$ cat config.mk
export PLATFORM = sky130hd
export DESIGN_NAME = mm2_bcast_engine
export DESIGN_NICKNAME = d
export VERILOG_FILES = /design/src/rtl/mm2_pkg.sv /design/src/rtl/mm2_seq.sv /design/src/rtl/mm2_operand_sel.sv /design/src/rtl/mm2_lane_mac.sv /design/src/rtl/mm2_bcast_engine.sv
export SDC_FILE = /design/constraint.sdc
export NUM_CORES = 2
export LEC_CHECK = 0
export BUFFER_PORTS_ARGS = -buffer_cell sky130_fd_sc_hd__buf_2
export CAP_MARGIN = 20
export CORE_UTILIZATION = 25
export CTS_CLUSTER_DIAMETER = 80
export CTS_CLUSTER_SIZE = 16
export DETAILED_ROUTE_END_ITERATION = 12
export GPL_TIMING_DRIVEN = 0
export PLACE_DENSITY = 0.36
export SETUP_SLACK_MARGIN = 0.1
export SYNTH_ARGS = -nofsm -noshare
export SYNTH_HDL_FRONTEND = slang
export SYNTH_HIERARCHICAL = 1
export SYNTH_SLANG_ARGS = --single-unit
$ cat constraint.sdc
create_clock -name clk -period 7.9 [get_ports clk]
set_input_delay 0 -clock clk [delete_from_list [all_inputs] [get_ports clk]]
set_output_delay 0 -clock clk [all_outputs]
set_load 0.05 [all_outputs]
$ cat src/rtl/mm2_pkg.sv
package mm2_pkg;
    parameter int DIM    = 2;
    parameter int ELEM_W = 16;

    localparam int CELLS  = DIM * DIM;
    localparam int PROD_W = 2 * ELEM_W;
    localparam int ACC_W  = PROD_W + $clog2(DIM) + 1;
    localparam int K_W    = (DIM > 1) ? $clog2(DIM) : 1;

    typedef logic signed [ELEM_W-1:0] elem_t;
    typedef logic signed [PROD_W-1:0] prod_t;
    typedef logic signed [ACC_W-1:0]  acc_t;

    typedef enum logic [1:0] {
        ST_IDLE,
        ST_RUN,
        ST_FIN
    } phase_e;

    typedef struct packed {
        logic           load;
        logic           step;
        logic           fin;
        logic [K_W-1:0] k;
    } ctrl_t;

    // column-major position of (row, col), both zero-based
    function automatic int cm_idx(input int row, input int col);
        return col * DIM + row;
    endfunction

    function automatic acc_t widen(input prod_t p);
        return acc_t'(p);
    endfunction
endpackage

$ cat src/rtl/mm2_seq.sv
module mm2_seq
    import mm2_pkg::*;
(
    input  logic  clk,
    input  logic  rst,
    input  logic  start,
    output ctrl_t ctrl
);
    phase_e         phase;
    logic [K_W-1:0] k_q;

    always_ff @(posedge clk) begin
        if (rst) begin
            phase <= ST_IDLE;
            k_q   <= '0;
        end else begin
            case (phase)
                ST_IDLE: if (start) begin
                    phase <= ST_RUN;
                    k_q   <= '0;
                end
                ST_RUN: begin
                    if (k_q == K_W'(DIM - 1)) phase <= ST_FIN;
                    else                      k_q   <= k_q + 1'b1;
                end
                ST_FIN:  phase <= ST_IDLE;
                default: phase <= ST_IDLE;
            endcase
        end
    end

    always_comb begin
        ctrl.load = (phase == ST_IDLE) && start;
        ctrl.step = (phase == ST_RUN);
        ctrl.fin  = (phase == ST_FIN);
        ctrl.k    = k_q;
    end

    // the last step hands over to the result write
    assert_two_steps_R3: assert property (@(posedge clk) disable iff (rst)
        (phase == ST_RUN && k_q == K_W'(DIM - 1)) |=> (phase == ST_FIN));

    // no fresh first step can begin straight out of a busy phase
    assert_start_ignored_R5: assert property (@(posedge clk) disable iff (rst)
        (phase != ST_IDLE) |=> !(phase == ST_RUN && k_q == '0));
endmodule

$ cat src/rtl/mm2_operand_sel.sv
module mm2_operand_sel
    import mm2_pkg::*;
(
    input  logic [CELLS-1:0][ELEM_W-1:0] a_m,
    input  logic [CELLS-1:0][ELEM_W-1:0] b_m,
    input  logic [K_W-1:0]               k,
    output logic [DIM-1:0][ELEM_W-1:0]   a_col,
    output logic [DIM-1:0][ELEM_W-1:0]   b_bc
);
    always_comb begin
        for (int r = 0; r < DIM; r++) begin
            a_col[r] = a_m[cm_idx(r, int'(k))];
        end
        for (int j = 0; j < DIM; j++) begin
            b_bc[j] = b_m[cm_idx(int'(k), j)];
        end
    end
endmodule

$ cat src/rtl/mm2_lane_mac.sv
module mm2_lane_mac
    import mm2_pkg::*;
(
    input  logic                       clk,
    input  logic                       rst,
    input  logic                       clear,
    input  logic                       en,
    input  logic [DIM-1:0][ELEM_W-1:0] vec,
    input  elem_t                      bscal,
    output logic [DIM-1:0][ACC_W-1:0]  acc
);
    for (genvar l = 0; l < DIM; l++) begin : g_lane
        prod_t p;
        acc_t  r;

        assign p = $signed(vec[l]) * bscal;

        always_ff @(posedge clk) begin
            if (rst || clear) r <= '0;
            else if (en)      r <= r + widen(p);
        end

        assign acc[l] = r;

        // a cleared lane starts from zero
        assert_lane_clear_R2: assert property (@(posedge clk) disable iff (rst)
            clear |=> (r == '0));
    end
endmodule

$ cat src/rtl/mm2_bcast_engine.sv
module mm2_bcast_engine
    import mm2_pkg::*;
(
    input  logic                      clk,
    input  logic                      rst,
    input  logic                      start,
    input  logic [CELLS*ELEM_W-1:0]   a_flat,
    input  logic [CELLS*ELEM_W-1:0]   b_flat,
    output logic [CELLS*ACC_W-1:0]    c_flat,
    output logic                      done
);
    ctrl_t                              ctrl;
    logic [CELLS-1:0][ELEM_W-1:0]       a_q, b_q;
    logic [DIM-1:0][ELEM_W-1:0]         a_col, b_bc;
    logic [DIM-1:0][DIM-1:0][ACC_W-1:0] acc_cols;
    logic [CELLS-1:0][ACC_W-1:0]        c_q;
    logic                               done_q;

    mm2_seq u_seq (
        .clk   (clk),
        .rst   (rst),
        .start (start),
        .ctrl  (ctrl)
    );

    always_ff @(posedge clk) begin
        if (rst) begin
            a_q <= '0;
            b_q <= '0;
        end else if (ctrl.load) begin
            a_q <= a_flat;
            b_q <= b_flat;
        end
    end

    mm2_operand_sel u_sel (
        .a_m   (a_q),
        .b_m   (b_q),
        .k     (ctrl.k),
        .a_col (a_col),
        .b_bc  (b_bc)
    );

    for (genvar j = 0; j < DIM; j++) begin : g_col
        mm2_lane_mac u_mac (
            .clk   (clk),
            .rst   (rst),
            .clear (ctrl.load),
            .en    (ctrl.step),
            .vec   (a_col),
            .bscal (elem_t'(b_bc[j])),
            .acc   (acc_cols[j])
        );
    end

    always_ff @(posedge clk) begin
        if (rst) begin
            c_q    <= '0;
            done_q <= 1'b0;
        end else begin
            done_q <= ctrl.fin;
            if (ctrl.fin) begin
                for (int j = 0; j < DIM; j++)
                    for (int i = 0; i < DIM; i++)
                        c_q[cm_idx(i, j)] <= acc_cols[j][i];
            end
        end
    end

    assign c_flat = c_q;
    assign done   = done_q;

    assert_done_pulse_R4: assert property (@(posedge clk) disable iff (rst)
        done |=> !done);

    assert_done_follows_fin_R4: assert property (@(posedge clk) disable iff (rst)
        ctrl.fin |=> done);

    assert_operands_held_R6: assert property (@(posedge clk) disable iff (rst)
        !ctrl.load |=> ($stable(a_q) && $stable(b_q)));

    assert_result_hold_R9: assert property (@(posedge clk) disable iff (rst)
        !ctrl.fin |=> $stable(c_q));
endmodule

==> impl_metrics.py <==
metrics = {
    "drt": {
        "detail_route.drc_violations": 0,
        "detail_route.first_pass.iterations": 9,
        "ant_nets": 0,
        "vias": 43400,
        "drtIter0Drc": 2209,
        "route.detailed.wl_per_inst_um": 23.0,
        "wl_um": 230000,
        "detail_route.vias_per_cell": 4.32,
    },
    "hold_path": {
        "hold_start": "b_flat[1]",
        "worst_hold_path_type": "in2reg",
        "worstHoldPathCells": 4,
        "terminating_pin_of_the_worst_hold_path": "b_q[1]",
    },
    "placed_design": {
        "gp_congestion": 0.877,
        "buffer_ports.inserted": 267,
        "dp.final_hpwl_um": 195000,
        "placed_instance_area_um2": 66400,
    },
    "final_layout": {
        "area.growth.synth_to_final_pct": 15.2,
        "utilization": 0.290,
        "layout-drive-gt1-share": 0.103,
        "seqCellArea_um2": 8090,
        "fillCellCount": 25800,
        "num-nets-final": 8562,
        "layout.cell_area.non_filler_um2": 69900,
        "multi_input_gate_area_in_the_final_layout_um2": 46000,
    },
    "logic_synthesis": {
        "yosys.cell_types.count": 87,
        "ys_top_cells_by_area": "fa_1, dfxtp_1, inv_1",
        "postSynth.asyncResetShare": 0,
        "seq_area_frac_synth": 0.133,
        "synth-seq-cells": 404,
        "post_synth.cell_area_avg_um2": 9.62,
        "synth_warnings": 6,
        "yosysTopAreaCellShare": 0.402,
        "synth.net_count": 8074,
        "post-synth-top-area-cell": "fa_1",
        "prevailing_post_synth_register_cell": "dfxtp_1",
        "netlist_area_um2": 60700,
        "synth_enable_flop_cells": 0,
        "syn_inst": 6315,
    },
    "power_and_ir_drop": {
        "power.ir.vdd_worst_mv": 0.133,
        "static-leakage-power_nw": 35.1,
        "design_power_total_w": 0.00987,
        "p_per_area_nw_per_um2": 141,
    },
    "critical_path": {
        "critical_path.startpoint": "u_seq/k_q",
        "timing.setup.critical_path_class": "reg2reg",
        "cp.arrival_ns": 8.12,
        "regToRegEndpoint": "g_col[1].u_mac/g_lane[1].r[30]",
        "cp_max_fo": 10,
        "endpoint_kind": "register",
        "required_worst_endpoint_ns": 8.43,
        "ff2ff_setup_slack_ns": 0.31,
        "r2r.worst_path.cells": 26,
        "critical_path.startpoint_type": "register",
        "reg2reg_from": "u_seq/k_q",
    },
    "status": {
        "status": "finished, final reports clean",
    },
    "timing": {
        "final_critical_period_ns": 7.59,
        "report.final.setup_viol": 0,
        "final-hold-violation-count": 0,
        "rsz_0062_raised_after_global_routing": "yes",
        "timing_worst_slew_pin_value_ns": 1.18,
        "hold_ws_ns": 0.0748,
        "max_freq_ghz": 0.132,
        "post-route-period-util": 0.961,
        "clock-skew-final_ns": 0.0450,
        "tightest_slew_margin_relative_to_the_limit": 0.211,
        "slew_viol_final": 0,
    },
    "floorplanning": {
        "coreArea_um2": 241000,
        "floorplan.die_area_um2": 245000,
        "placement_rows": 180,
        "dieWidth_um": 495,
        "die_height_um": 495,
        "io_pins": 268,
        "floorplan.initialDensity": 0.252,
    },
    "clock_tree": {
        "htree_num_levels": 2,
        "clockRootBuffer": "clkbuf_16",
        "cts_made_buffers": 47,
        "cts_tree": "yes",
        "cts.path.max_buffers": 3,
        "clock_sinks": 404,
        "clk_transition_reported_paths_ns": 0.07,
        "worstSkewPairLatency_ns": 0.71,
    },
    "grt": {
        "antenna_found_initial": 28,
        "first_global_vias": 47500,
        "grt_first_pass_wirelength_um": 338000,
        "grtUsageTotal": 0.191,
        "largest_net_degree_at_the_start_of_global_routing": 18,
        "grt_overflow": 0,
    },
    "flow_run": {
        "drv.max_cap_violation_count": 0,
    },
}
[state kept, by name, indices dropped and copies added, names as in the netlist]
register / flops
u_seq/phase: 2
done: 1
g_col.u_mac/g_lane.r: 136
b_q: 64
u_seq/k_q: 1
a_q: 64
c_flat: 136
[cell usage in the layout, fill, tap and decap left out, drive strengths merged, types with 111 or more instances in the layout]
cell type / Yosys / routed
a21oi: 111 / 111
and2: 492 / 492
buf: 67 / 398
clkbuf: 207 / 233
dfxtp: 404 / 404
dlygate4sd3: 0 / 135
fa: 1220 / 1220
ha: 408 / 408
inv: 1376 / 1387
mux2i: 348 / 348
nand2: 573 / 573
nor2: 463 / 463
[worst max-delay path, cell delays in order (launching register included)]
cell and delay, ns:
dfxtp_1 0.37, buf_4 0.17, buf_12 0.22, buf_12 0.19, mux2_4 0.40, buf_2 0.30, and2_1 0.24, fa_1 0.55
inv_1 0.05, fa_1 0.46, fa_1 0.52, inv_1 0.05, fa_1 0.48, fa_1 0.52, inv_1 0.05, fa_1 0.47
inv_1 0.04, ha_1 0.35, a41oi_1 0.23, o21ai_1 0.17, a21oi_1 0.23, nand3_2 0.16, a311oi_4 0.45, o221ai_1 0.20
a21oi_1 0.22, xor2_1 0.18, o21ai_0 0.09
[routing by layer]
layer  vias to the layer above  part of all wire  track usage  wire [µm]
met5                         -          0.000056            0         13
met3                       169             0.049       0.0233      11300
met4                         2             0.029       0.0513       6720
met1                     22400              0.46        0.266     106000
met2                       848              0.46        0.312     107000
li1                      20000                 -            -          -
[layout make-up]
class                           instances  share of cell area
Antenna cell                           12            0.000429
Buffer                                276              0.0267
Sequential cell                       404               0.116
Multi-Input combinational cell       4257               0.658
Clock buffer                           53              0.0177
Clock inverter                         32             0.00578
Tap cell                             3185              0.0570
Timing Repair Buffer                  440              0.0451
Inverter                             1377              0.0739
[where the power goes]
part	internal [W]	leakage [nW]	switching, W
registers	0.00214	3.28	0.000124
clock network	0.00125	0.799	0.00116
logic	0.00198	31.0	0.00321
[how the worst max path moves through the flow]
| stage | endpoint | slack (ns) |
|---|---|---|
| floorplan | g_col[1].u_mac/g_lane[1].r[33] | 1.05 |
| global placement | g_col[0].u_mac/g_lane[1].r[31] | -1.04 |
| detailed placement | g_col[0].u_mac/g_lane[1].r[31] | -0.91 |
| CTS | g_col[0].u_mac/g_lane[1].r[31] | 0.09 |
| global route | g_col[1].u_mac/g_lane[1].r[30] | 0.03 |
| finish | g_col[1].u_mac/g_lane[1].r[30] | 0.31 |
[synthesized netlist by cell type (33+ instances only)]
cell type	count
buf_12	33
o21ai_0	59
fa_1	1220
a21oi_1	109
mux2_4	60
ha_1	408
clkbuf_1	207
nand2_1	573
nor2_1	463
xnor2_1	99
and2_1	492
inv_1	1376
a21o_1	40
mux2i_1	348
dfxtp_1	404
xor2_1	37
[timing repair]
item	in CTS	in global routing
hold buffers	135	0
gates resized for setup	90	199
buffers inserted	3	15
pin swaps	3	10
endpoints found under the hold margin	135	0
gates cloned	0	0
setup endpoints to repair	54	39
[cells by family (layout without fill, tap and decap cells)]
kind of cell | Yosys count | after routing | share of synthesized area
mux | 412 | 412 | 0.0729
compound gates | 394 | 394 | 0.0449
xor+xnor | 136 | 136 | 0.0196
flops | 404 | 404 | 0.133
fa+ha+maj | 1628 | 1628 | 0.486
buf+inv | 1654 | 2178 | 0.112
other cells | 0 | 12 | 0
simple gates | 1687 | 1687 | 0.131
[per-stage QoR]
stage | std cells | setup TNS, ns | setup WS, ns
4_1_cts | 10000 | 0 | 0.0936
6_report | 10000 | 0 | 0.310
3_5_place_dp | 9786 | -17.20 | -0.912
3_3_place_gp | 9767 | -22.34 | -1.04
5_1_grt | 10000 | 0 | 0.0265
2_1_floorplan | 6315 | 0 | 1.05
(Power assumes the default switching activity.)
